`config.mk`:
```
export PLATFORM = sky130hd
export DESIGN_NAME = iocell_pad
export DESIGN_NICKNAME = d
export VERILOG_FILES = /design/src/rtl/iocell_pkg.sv /design/src/rtl/iocell_cfg_chain.sv /design/src/rtl/iocell_path.sv /design/src/rtl/iocell_pad.sv
export SDC_FILE = /design/constraint.sdc
export NUM_CORES = 1
export LEC_CHECK = 0
export BUFFER_PORTS_ARGS = -buffer_cell sky130_fd_sc_hd__buf_2
export CAP_MARGIN = 20
export CORE_AREA = 2 2 39 41
export DETAILED_ROUTE_END_ITERATION = 7
export DIE_AREA = 0 0 41 43
export PLACE_DENSITY = 0.44
export REMOVE_ABC_BUFFERS = 1
export SLEW_MARGIN = 20
export SYNTH_ARGS = -nofsm -noshare
export SYNTH_HDL_FRONTEND = slang
export SYNTH_HIERARCHICAL = 1
export SYNTH_SLANG_ARGS = --single-unit
```
`constraint.sdc`:
```
create_clock -name clk -period 1.7 [get_ports clk]
set_input_delay 0.34 -clock clk [delete_from_list [all_inputs] [get_ports clk]]
set_output_delay 0.34 -clock clk [all_outputs]
set_load 0.02 [all_outputs]
```
`src/rtl/iocell_pkg.sv`:
```
package iocell_pkg;

    localparam int CFG_W  = 5;
    localparam int DATA_W = 1;

    // Field order sets the serial position: the last member is bit 0.
    typedef struct packed {
        logic in_flip;
        logic in_hold;
        logic out_flip;
        logic out_hold;
        logic drive;
    } iocell_cfg_t;

    function automatic logic [DATA_W-1:0] polarity(input logic [DATA_W-1:0] d,
                                                   input logic flip);
        return d ^ {DATA_W{flip}};
    endfunction

endpackage

```
`src/rtl/iocell_cfg_chain.sv`:
```
module iocell_cfg_chain
    import iocell_pkg::*;
#(
    parameter int LEN = CFG_W
) (
    input  logic        clk,
    input  logic        rst,
    input  logic        shift_en,
    input  logic        shift_bit,
    output iocell_cfg_t cfg
);

    logic [LEN-1:0] chain_q;

    // Not cleared by rst: the loaded word must survive a path reset.
    always_ff @(posedge clk) begin
        if (shift_en) begin
            chain_q <= {shift_bit, chain_q[LEN-1:1]};
        end
    end

    assign cfg = iocell_cfg_t'(chain_q[CFG_W-1:0]);

    AST_CFG_HOLD: assert property (@(posedge clk) disable iff (rst)
        !$past(shift_en) |-> $stable(cfg));

endmodule

```
`src/rtl/iocell_path.sv`:
```
module iocell_path
    import iocell_pkg::*;
#(
    parameter int W = DATA_W
) (
    input  logic         clk,
    input  logic         rst,
    input  logic         hold,
    input  logic         flip,
    input  logic [W-1:0] d,
    output logic [W-1:0] y
);

    logic [W-1:0] d_pol;
    logic [W-1:0] q;

    assign d_pol = d ^ {W{flip}};

    always_ff @(posedge clk) begin
        if (rst) begin
            q <= '0;
        end else begin
            q <= d_pol;
        end
    end

    assign y = hold ? q : d_pol;

    AST_PATH_CLEAR: assert property (@(posedge clk)
        ($past(rst) && hold) |-> (y == '0));

endmodule

```
`src/rtl/iocell_pad.sv`:
```
module iocell_pad
    import iocell_pkg::*;
(
    input  logic clk,
    input  logic rst,
    input  logic cfg_load,
    input  logic cfg_din,
    input  logic core_out,
    output logic core_in,
    output logic pad_out,
    output logic pad_oe,
    input  logic pad_in
);

    iocell_cfg_t cfg;

    iocell_cfg_chain #(.LEN(CFG_W)) chain_i (
        .clk       (clk),
        .rst       (rst),
        .shift_en  (cfg_load),
        .shift_bit (cfg_din),
        .cfg       (cfg)
    );

    iocell_path #(.W(DATA_W)) out_path_i (
        .clk  (clk),
        .rst  (rst),
        .hold (cfg.out_hold),
        .flip (cfg.out_flip),
        .d    (core_out),
        .y    (pad_out)
    );

    // The inbound path samples the pad whatever the direction.
    iocell_path #(.W(DATA_W)) in_path_i (
        .clk  (clk),
        .rst  (rst),
        .hold (cfg.in_hold),
        .flip (cfg.in_flip),
        .d    (pad_in),
        .y    (core_in)
    );

    assign pad_oe = cfg.drive & ~cfg_load;

    AST_OE_ON: assert property (@(posedge clk) disable iff (rst)
        (cfg.drive && !cfg_load) |-> pad_oe);
    AST_OE_OFF_DIR: assert property (@(posedge clk) disable iff (rst)
        !cfg.drive |-> !pad_oe);
    AST_OE_OFF_LOAD: assert property (@(posedge clk) disable iff (rst)
        cfg_load |-> !pad_oe);
    AST_OUT_DIRECT: assert property (@(posedge clk) disable iff (rst)
        !cfg.out_hold |-> (pad_out == polarity(core_out, cfg.out_flip)));
    AST_OUT_REG: assert property (@(posedge clk) disable iff (rst)
        (cfg.out_hold && !$past(cfg_load) && !$past(rst))
        |-> (pad_out == $past(polarity(core_out, cfg.out_flip))));
    AST_IN_DIRECT: assert property (@(posedge clk) disable iff (rst)
        !cfg.in_hold |-> (core_in == polarity(pad_in, cfg.in_flip)));
    AST_IN_REG: assert property (@(posedge clk) disable iff (rst)
        (cfg.in_hold && !$past(cfg_load) && !$past(rst))
        |-> (core_in == $past(polarity(pad_in, cfg.in_flip))));

endmodule

```
## After elaboration in Yosys (flattened, before gate mapping)

Cells that the tools add are included.

- Bits in registers: 7
- Bits of input ports: 6

- Bitwise operators: 4
- Mux-type cells: 2

Operator list:

| kind | number |
|---|---|
| $mux 1 | 2 |
| $xor 1x1->1 | 2 |
| $and 1x1->1 | 1 |
| $not 1->1 | 1 |

## Logic depth before layout (Yosys ltp)

Gate-level depths: netlist (run 1).

- Depth in word-level cells: 2
- Gate-level depth with buffers: 2
- Gate-level depth less buffers: 2

## Cells and area by module

Netlist (run 1), hierarchy kept.

By module, submodules not included:

| module | times used | cells an instance | area an instance (um^2) |
|---|---|---|---|
| iocell_cfg_chain | 1 | 5 | 150.1 |
| iocell_path | 2 | 5 | 46.3 |
| iocell_pad | 1 | 1 | 13.8 |

## Least setup slack after synthesis (run 1)

OpenSTA, ideal clock, no wires.

- Path type: register to output
- Start: register chain_i.chain_q[4] (netlist: chain_i/cfg[4])
- End: output port core_in
- Data required time: 1.360 ns
- Data arrival time: 0.879 ns
- Path slack: 0.481 ns
- Cell stages (with the launch flop): 3
- Cells stage by stage: edfxtp_1 -> xnor2_1 -> mux2i_1

- Longest elaborated chain between the ends: 2

Ends and longest elaborated chain:

| what | line | source |
|---|---|---|
| from (decl) | iocell_cfg_chain.sv:13 | `logic [LEN-1:0] chain_q;` |
| from (signal assigned) | iocell_cfg_chain.sv:18 | `chain_q <= {shift_bit, chain_q[LEN-1:1]};` |
| $xor 1x1->1 | iocell_path.sv:17 | `assign d_pol = d ^ {W{flip}};` |
| $mux 1 | iocell_path.sv:27 | `assign y = hold ? q : d_pol;` |
| to (decl) | iocell_pad.sv:9 | `output logic core_in,` |

Every way passes these cells.

## Worst setup path after layout (run 1)

- Start: register chain_i.chain_q[2] (netlist: chain_i/cfg[2])
- End: output port pad_out

- Longest elaborated chain between the ends: 2

Ends and longest elaborated chain:

| what | line | source |
|---|---|---|
| $xor 1x1->1 | iocell_path.sv:17 |  |
| $mux 1 | iocell_path.sv:27 |  |
| to (decl) | iocell_pad.sv:10 | `output logic pad_out,` |

Every way passes these cells.

==> run summary, run 1 <==
The run finished with clean final reports. The cell area after technology mapping came out at 256 um^2. The logs give 0 for the number of buffers added for setup after CTS and 86.8% for the worst slew slack as a fraction of its limit. Once the floorplan was initialized, standard cells occupied 18.5% of the core. The required time of the critical path came out at 1.36 ns. Setup repair after global routing left no endpoint under its margin. The class of the worst hold path was in -> reg. Number of H-tree branching levels: 1. The tools report the critical hold path startpoint as cfg_din. STA classifies the critical path endpoint as an output port. TritonCTS built the clock tree. The number of gates resized after CTS was 0. Data on the critical path arrives at its endpoint at 1.14 ns. The worst setup path is launched from a flip-flop. For the max-capacitance violation count, the log shows 0. The repair_antennas step left the layout with diodes totalling 0. Counting every sink on the clock net gives 7. Global routing used 6.99% of the available tracks across all layers. The total power of the final layout is 0.000395 W, and the register-to-register path setup slack is 0.90 ns. The detail route stage leaves a number of antenna-violating nets equal to 0. The via count of the first global-routing pass was 194.

After clock tree synthesis, the clock-pin slew on the worst setup and hold paths is 0.05 ns. The die is 41 um wide. At the later pin of the worst-skew pair, clock insertion delay measures 0.25 ns. The die covers 1760 um^2. The run gives 0.147 nW as the leakage power.

The post-synthesis cell type count is 7, and the quantity of hold-fixing buffers added after cts is 0. The largest net degree at the start of global routing is 7. Sorting the synthesized cells by area gives the leading types as sky130_fd_sc_hd__edfxtp_1, sky130_fd_sc_hd__dfxtp_1, sky130_fd_sc_hd__mux2i_1, sky130_fd_sc_hd__xnor2_1, sky130_fd_sc_hd__nor2b_4.

The tools report the combinational cell fraction of total power as 10.9%. The count of synthesis-stage warnings from yosys is 6. Launching instance or port of the critical path: chain_i/cfg[2]$_DFFE_PP_. For this design the ratio of total power to cell area is 1150 nW/um^2. The final hold violation count is 0. After detailed routing, the number of vias per cell comes to 3.61. Across the VDD grid, the largest voltage drop is 394 uV.

The cell internal power dissipation came out at 0.000305 W. Of the synthesized area, sequential elements account for 74.1%. In this run, the number of DRC markers left after iteration 0 of detailed routing was 0. The tools report the number of antenna violations at the first check in global routing as 0. The cell chosen for the clock root is sky130_fd_sc_hd__clkbuf_4. The run gives 0 as the final max-slew violation count. The final weighted congestion in routability-driven placement was 0.641; the number of flip-flops and latches in the synthesized netlist was 7. The total area inside the core boundary comes to 1380 um^2. The final layout contains routed wiring with a total length of 409 um. After synthesis, the mean cell area works out to 16.0 um^2. For the pin with the worst max-slew slack, the measured transition is 0.197 ns.

The run gives 14 as the number of standard-cell rows in the floorplan. For the CTS buffer count, the log shows 3. The hold-critical path depth was 1. The startpoint-to-endpoint class of the critical path was reg -> out. The worst register-to-register path has a depth of 2.

The path with the worst hold slack has its endpoint at chain_i/cfg[4]$_DFFE_PP_. The port buffer count came out at 8. Synthesis-to-layout area growth: 33.7%.

The final sum of negative setup slack came out at 0 ns. After detailed routing, the average wire length per cell comes to 9.30 um. The logs give 1 for the number of iterations in the first detailed-routing pass and 2 for the deepest clock path buffer count. The portion of synthesized cell area occupied by the leading cell type came out at 58.5%. The switching portion of total power was 22.7%.

In the routed design, unresolved DRC markers number 0. The worst path uses 87.3% of the clock period. 9 I/O pins were placed. Cells fill 24.8% of the core in the end. The first global-routing pass estimated 738 um of wire. Sequential cells burn 51.2% of the power. In the final layout, the share of cells above drive strength 1 is 42.9%. Along the worst path, the maximum fanout reaches 2. Before CTS, the worst setup slack after placement is 0.456 ns.

The worst clock skew on the final layout is 0.000244 ns, and the post-synthesis cell count is 16. In the final design database the tool counted 35 nets. The total overflow left after global routing is 0. The tools report the reg-to-reg critical path startpoint as chain_i/cfg[2]$_DFFE_PP_. The worst register-to-register path ends at out_path_i/q$_SDFF_PP0_.

Summed over all instances, the cell type with the most area after synthesis is sky130_fd_sc_hd__edfxtp_1. Setup violations remaining at the end of the flow were counted as 0. Vertical die dimension: 43 um. The tools report the maximum clock frequency as 674 MHz. The tools report the overall via count from detail_route as 159. The most common cell after layout, fill and taps aside was sky130_fd_sc_hd__buf_2. Leaving out fill and tap cells, the most frequent cells in the layout are sky130_fd_sc_hd__buf_2, sky130_fd_sc_hd__edfxtp_1, sky130_fd_sc_hd__clkbuf_4. The time the final worst path needs with I/O delays and setup was 1.48 ns. Final hold analysis gives a worst-case slack of 0.263 ns. Clock network fraction of total power: 37.9%.

Once routing completed, OpenROAD measured the worst setup slack at 0.216 ns. The analysis attributes to net switching a power of 0.0000897 W.
==> critical path: stages (launching register included) <==
cell and delay [ns]:
sky130_fd_sc_hd__edfxtp_1 0.40, sky130_fd_sc_hd__xnor2_1 0.23, sky130_fd_sc_hd__mux2i_1 0.11, sky130_fd_sc_hd__buf_2 0.17
==> cells in the mapped netlist <==
master	number
sky130_fd_sc_hd__edfxtp_1	5
sky130_fd_sc_hd__nor2b_4	1
sky130_fd_sc_hd__nor2_1	2
sky130_fd_sc_hd__inv_1	2
sky130_fd_sc_hd__dfxtp_1	2
sky130_fd_sc_hd__mux2i_1	2
sky130_fd_sc_hd__xnor2_1	2
==> power groups by stage <==
| stage | sequential, W | clock, W | combinational, W |
|---|---|---|---|
| floorplan | 0.000204 | 0 | 0.0000254 |
| global route | 0.000204 | 0.000169 | 0.0000485 |
| detailed placement | 0.000206 | 0 | 0.0000434 |
| CTS | 0.000203 | 0.000158 | 0.0000439 |
| finish | 0.000202 | 0.000150 | 0.0000429 |
| global placement | 0.000205 | 0 | 0.0000417 |
==> how the worst max path moves through the flow <==
stage | to | slack [ns]
floorplan | core_in | 0.48
global placement | pad_out | 0.50
detailed placement | pad_out | 0.46
CTS | pad_out | 0.21
global route | pad_out | 0.14
finish | pad_out | 0.22
==> sequential cells by signal, indices dropped and copies added, names as in the netlist <==
| name | count |
|---|---|
| chain_i/cfg | 5 |
| in_path_i/q | 1 |
| out_path_i/q | 1 |
==> area by class of cell <==
| class | instances | area (um^2) |
|---|---|---|
| Tap cell | 16 | 20.0 |
| Inverter | 2 | 7.51 |
| Multi-Input combinational cell | 7 | 58.8 |
| Clock buffer | 4 | 26.3 |
| Fill cell | 155 | 1040 |
| Timing Repair Buffer | 8 | 40.0 |
| Sequential cell | 7 | 190 |
==> cells by family (layout without fill, tap and decap cells) <==
| family | Yosys count | count (layout) | share of synthesized area, % |
|---|---|---|---|
| flops | 7 | 7 | 74.1 |
| simple gates | 3 | 3 | 8.29 |
| xor+xnor | 2 | 2 | 6.83 |
| mux | 2 | 2 | 7.81 |
| buf+inv | 2 | 14 | 2.93 |
==> routing by layer <==
layer / track usage (%) / part of all wire [%]
met1: 7.62 / 40
met2: 8.75 / 44
met3: 7.85 / 16
met4: 2.00 / 0
met5: 0 / 0
==> metrics by stage <==
step           cells  area (um^2)
2_1_floorplan     16          256
3_3_place_gp      40          317
3_5_place_dp      40          317
4_1_cts           44          343
5_1_grt           44          343
6_report          44          343
No activity file was read; power rests on OpenSTA's default activity.
==> run 2, diff against run 1 <==
--- a/config.mk
+++ b/config.mk
@@ -12,6 +12,7 @@
 export DIE_AREA = 0 0 41 43
 export PLACE_DENSITY = 0.44
 export REMOVE_ABC_BUFFERS = 1
+export SKIP_LAST_GASP = 1
 export SLEW_MARGIN = 20
 export SYNTH_ARGS = -nofsm -noshare
 export SYNTH_HDL_FRONTEND = slang
==> constraint.sdc (replaced) <==
create_clock -name clk -period 1.7 [get_ports clk]
set_input_delay 0.34 -clock clk [delete_from_list [all_inputs] [get_ports clk]]
set_output_delay 0.34 -clock clk [all_outputs]
set_load 0.01 [all_outputs]
==> run 2 against run 1 <==
Effect of this change: combinational power fell by 13%; clock skew increased by 0.0040 ns; worst hold slack gained 0.0041 ns; worst setup slack got worse by 0.0087 ns; highest routed layer unchanged.
==> run summary, run 2 (synthesized netlist as in run 1, its figures left out) <==
The core region area was 1380 um^2 (unchanged); the final max-slew violation count was 0 (unchanged). The number of fillers in the final layout is 141 (was 155), and the time the final worst path needs with I/O delays and setup is 1.49 ns (was 1.48 ns). The final cycle utilization of the critical path came out at 87.8% (was 87.3%). The run finished with clean final reports. TritonCTS built the clock tree. The areal power density over the cells works out to 1130 nW/um^2 (was 1150 nW/um^2). The tools report the clock net sink count as 7 (unchanged). The highest net fanout along the worst path is 2 (unchanged). The horizontal die dimension is 41 um (unchanged), and the switching portion of total power is 21.3% (was 22.7%).

The tools report the worst slew slack as a fraction of its limit as 85.6% (was 86.8%). The count of unresolved DRC violations after routing came out at 0 (unchanged). The tools report the peak ir drop on the vdd network as 391 uV (was 394 uV).

The final hold violation count came out at 0 (unchanged). The register-to-register path setup slack was 0.88 ns (was 0.90 ns); the number of buffers added for setup after CTS was 0 (unchanged). The run gives 0.25 ns (about the same) as the clock latency on the worst-skew pair.

The pre-CTS setup slack is 0.427 ns (was 0.456 ns), and the maximum cell stage delay along the critical path is 0.40 ns (about the same). The logs give 38.1% (was 37.9%) for the clock network fraction of total power and 1 (was 0) for the number of design-rule violations left by the first detailed-router iteration. The fraction of final layout cells sized beyond drive strength 1 is 42.9% (unchanged), and the measured slew at the worst slew-check pin is 0.215 ns (was 0.197 ns).

The remaining antenna violation count after routing was 0 (unchanged); the number of antenna violations at the first check in global routing was 0 (unchanged). Cell internal power dissipation: 0.000305 W (about the same). The tools report the CTS buffer count as 3 (unchanged). The class of the worst hold path is in -> reg (unchanged).

The final sum of negative setup slack came out at 0 ns (unchanged). The tools report the combined global-route utilization of all metal layers as 7.50% (was 6.99%). Kind of start point of the critical path: a flip-flop (unchanged). The run gives 0 (unchanged) as the quantity of hold-fixing buffers added after cts.

The number of standard-cell rows in the floorplan is 14 (unchanged). The combinational cell fraction of total power is 9.7% (was 10.9%), and the largest net degree at the start of global routing is 7 (unchanged). The cell chosen for the clock root was sky130_fd_sc_hd__clkbuf_4 (unchanged). For the overall via count from detail_route, the log shows 153 (was 159).

Max-capacitance violation count: 0 (unchanged). Vertical die dimension: 43 um (unchanged). Library cell contributing the largest single delay on the critical path: sky130_fd_sc_hd__edfxtp_1 (unchanged).

Power dissipated by switching net loads: 0.0000825 W (was 0.0000897 W). The leakage power is 0.147 nW (unchanged), and the remaining global-route overflow is 0 (unchanged). The most common cell after layout, fill and taps aside was sky130_fd_sc_hd__buf_2 (unchanged). The per-cell via count in the routed design is 3.48 (was 3.61). The run gives 2 (unchanged) as the deepest clock path buffer count. The maximum clock frequency was 670 MHz (was 674 MHz).

Clock slew at the register clock pins of the worst setup and hold paths: 0.05 ns (about the same). The total power of the final layout was 0.000388 W (was 0.000395 W). The worst clock skew on the final layout was 0.00422 ns (was 0.000244 ns).

The tools report the kind of capture point of the worst setup path as an output port (unchanged). Most used cells in the layout excluding fill and tap cells: sky130_fd_sc_hd__buf_2, sky130_fd_sc_hd__edfxtp_1, sky130_fd_sc_hd__clkbuf_4 (unchanged). The final setup violation count was 0 (unchanged); the met2 routing resource usage after global routing was 9.38% (was 8.75%). The signal arrival time at the worst endpoint came out at 1.15 ns (was 1.14 ns). The startpoint-to-endpoint class of the critical path is reg -> out (unchanged).

The total detailed-routing wirelength came out at 429 um (was 409 um). The tools report the full die area as 1760 um^2 (unchanged). Port buffer count: 8 (unchanged). Setup repair after global routing left no endpoint under its margin. The required time of the critical path is 1.36 ns (about the same), and the minimum setup slack in the final design is 0.207 ns (was 0.216 ns). Via count of the first global-routing pass: 187 (was 194). The flip-flop count of the largest register after layout is 5 (unchanged). The layer with the highest usage was met2 (unchanged). The post-detailed-route wirelength per cell was 9.75 um (was 9.30 um).

Crit path cell chain: xnor2_1, mux2i_1, buf_2 (unchanged). The run gives 18.5% (unchanged) as the initial core utilization. The tools report the number of iterations in the first detailed-routing pass as 2 (was 1).

The final antenna diode count came out at 0 (unchanged). The summed area of non-filler cells in the final layout was 343 um^2 (unchanged). The tools report the number of H-tree branching levels as 1 (unchanged). The run gives 786 um (was 738 um) as the global-route wire length before repair.

The synthesis-to-layout area growth is 33.7% (unchanged). The post-layout net count came out at 35 (unchanged). Number of top-level design ports: 9 (unchanged).

The logs give 0.640 (was 0.641) for the final weighted congestion in routability-driven placement and 7.85% (unchanged) for the met3 track utilization from global routing. The post-place instance area was 317 um^2 (unchanged); the global routing met1 resource utilization was 7.62% (unchanged). For the post-cts sizing count, the log shows 0 (unchanged). The tools report the power share of the sequential group as 52.2% (was 51.2%).
-- run 2: cell counts in the layout (fill, tap and decap cells not counted) --
Identical to the previous run, type by type.
-- run 2: critical path: cells and delay by family (launching register included) --
family	cells	cell delay, ns
XOR/XNOR	1	0.24
buffers and inverters	1	0.15
flip-flops	1	0.40
multiplexers	1	0.11
-- run 2: path summary, 6_finish.rpt --
kind / start / to / cells after the start
setup / recovery: chain_i/cfg[2]$_DFFE_PP_ / pad_out / 3
setup reg to reg: chain_i/cfg[2]$_DFFE_PP_ / out_path_i/q$_SDFF_PP0_ / 2
hold reg to reg: chain_i/cfg[3]$_DFFE_PP_ / chain_i/cfg[2]$_DFFE_PP_ / 0
hold / removal: rst / out_path_i/q$_SDFF_PP0_ / 2
-- run 2: layout make-up --
type | instances | area, um^2 | share of cell area [%]
sequential | 7 | 190 | 55.5
multi-input combinational | 7 | 58.8 | 17.2
timing repair buffer | 8 | 40.0 | 11.7
clock buffer | 4 | 26.3 | 7.66
tap | 16 | 20.0 | 5.84
inverter | 2 | 7.51 | 2.19
-- run 2: power groups by stage --
stage / registers [W] / clock network (W) / logic (W)
6_report: 0.000202 / 0.000148 / 0.0000375
5_1_grt: 0.000203 / 0.000165 / 0.0000431
4_1_cts: 0.000202 / 0.000155 / 0.0000386
3_5_place_dp: 0.000206 / 0 / 0.0000384
3_3_place_gp: 0.000205 / 0 / 0.0000359
2_1_floorplan: 0.000204 / 0 / 0.0000195
-- run 2: stage by stage --
| stage | hold WS [ns] | util, % | instances |
|---|---|---|---|
| after floorplan | 0.412 | - | 16 |
| after global placement | 0.459 | 22.9 | 40 |
| after detailed placement | 0.467 | 22.9 | 40 |
| after CTS | 0.261 | 24.8 | 44 |
| after global routing | 0.260 | 24.8 | 44 |
| final | 0.267 | 24.8 | 44 |
-- run 2: routing by layer --
metal | vias up | routed length (um)
met2 | 11 | 191
li1 | 76 | -
met4 | 0 | 0
met1 | 66 | 180
met5 | - | 0
met3 | 0 | 57
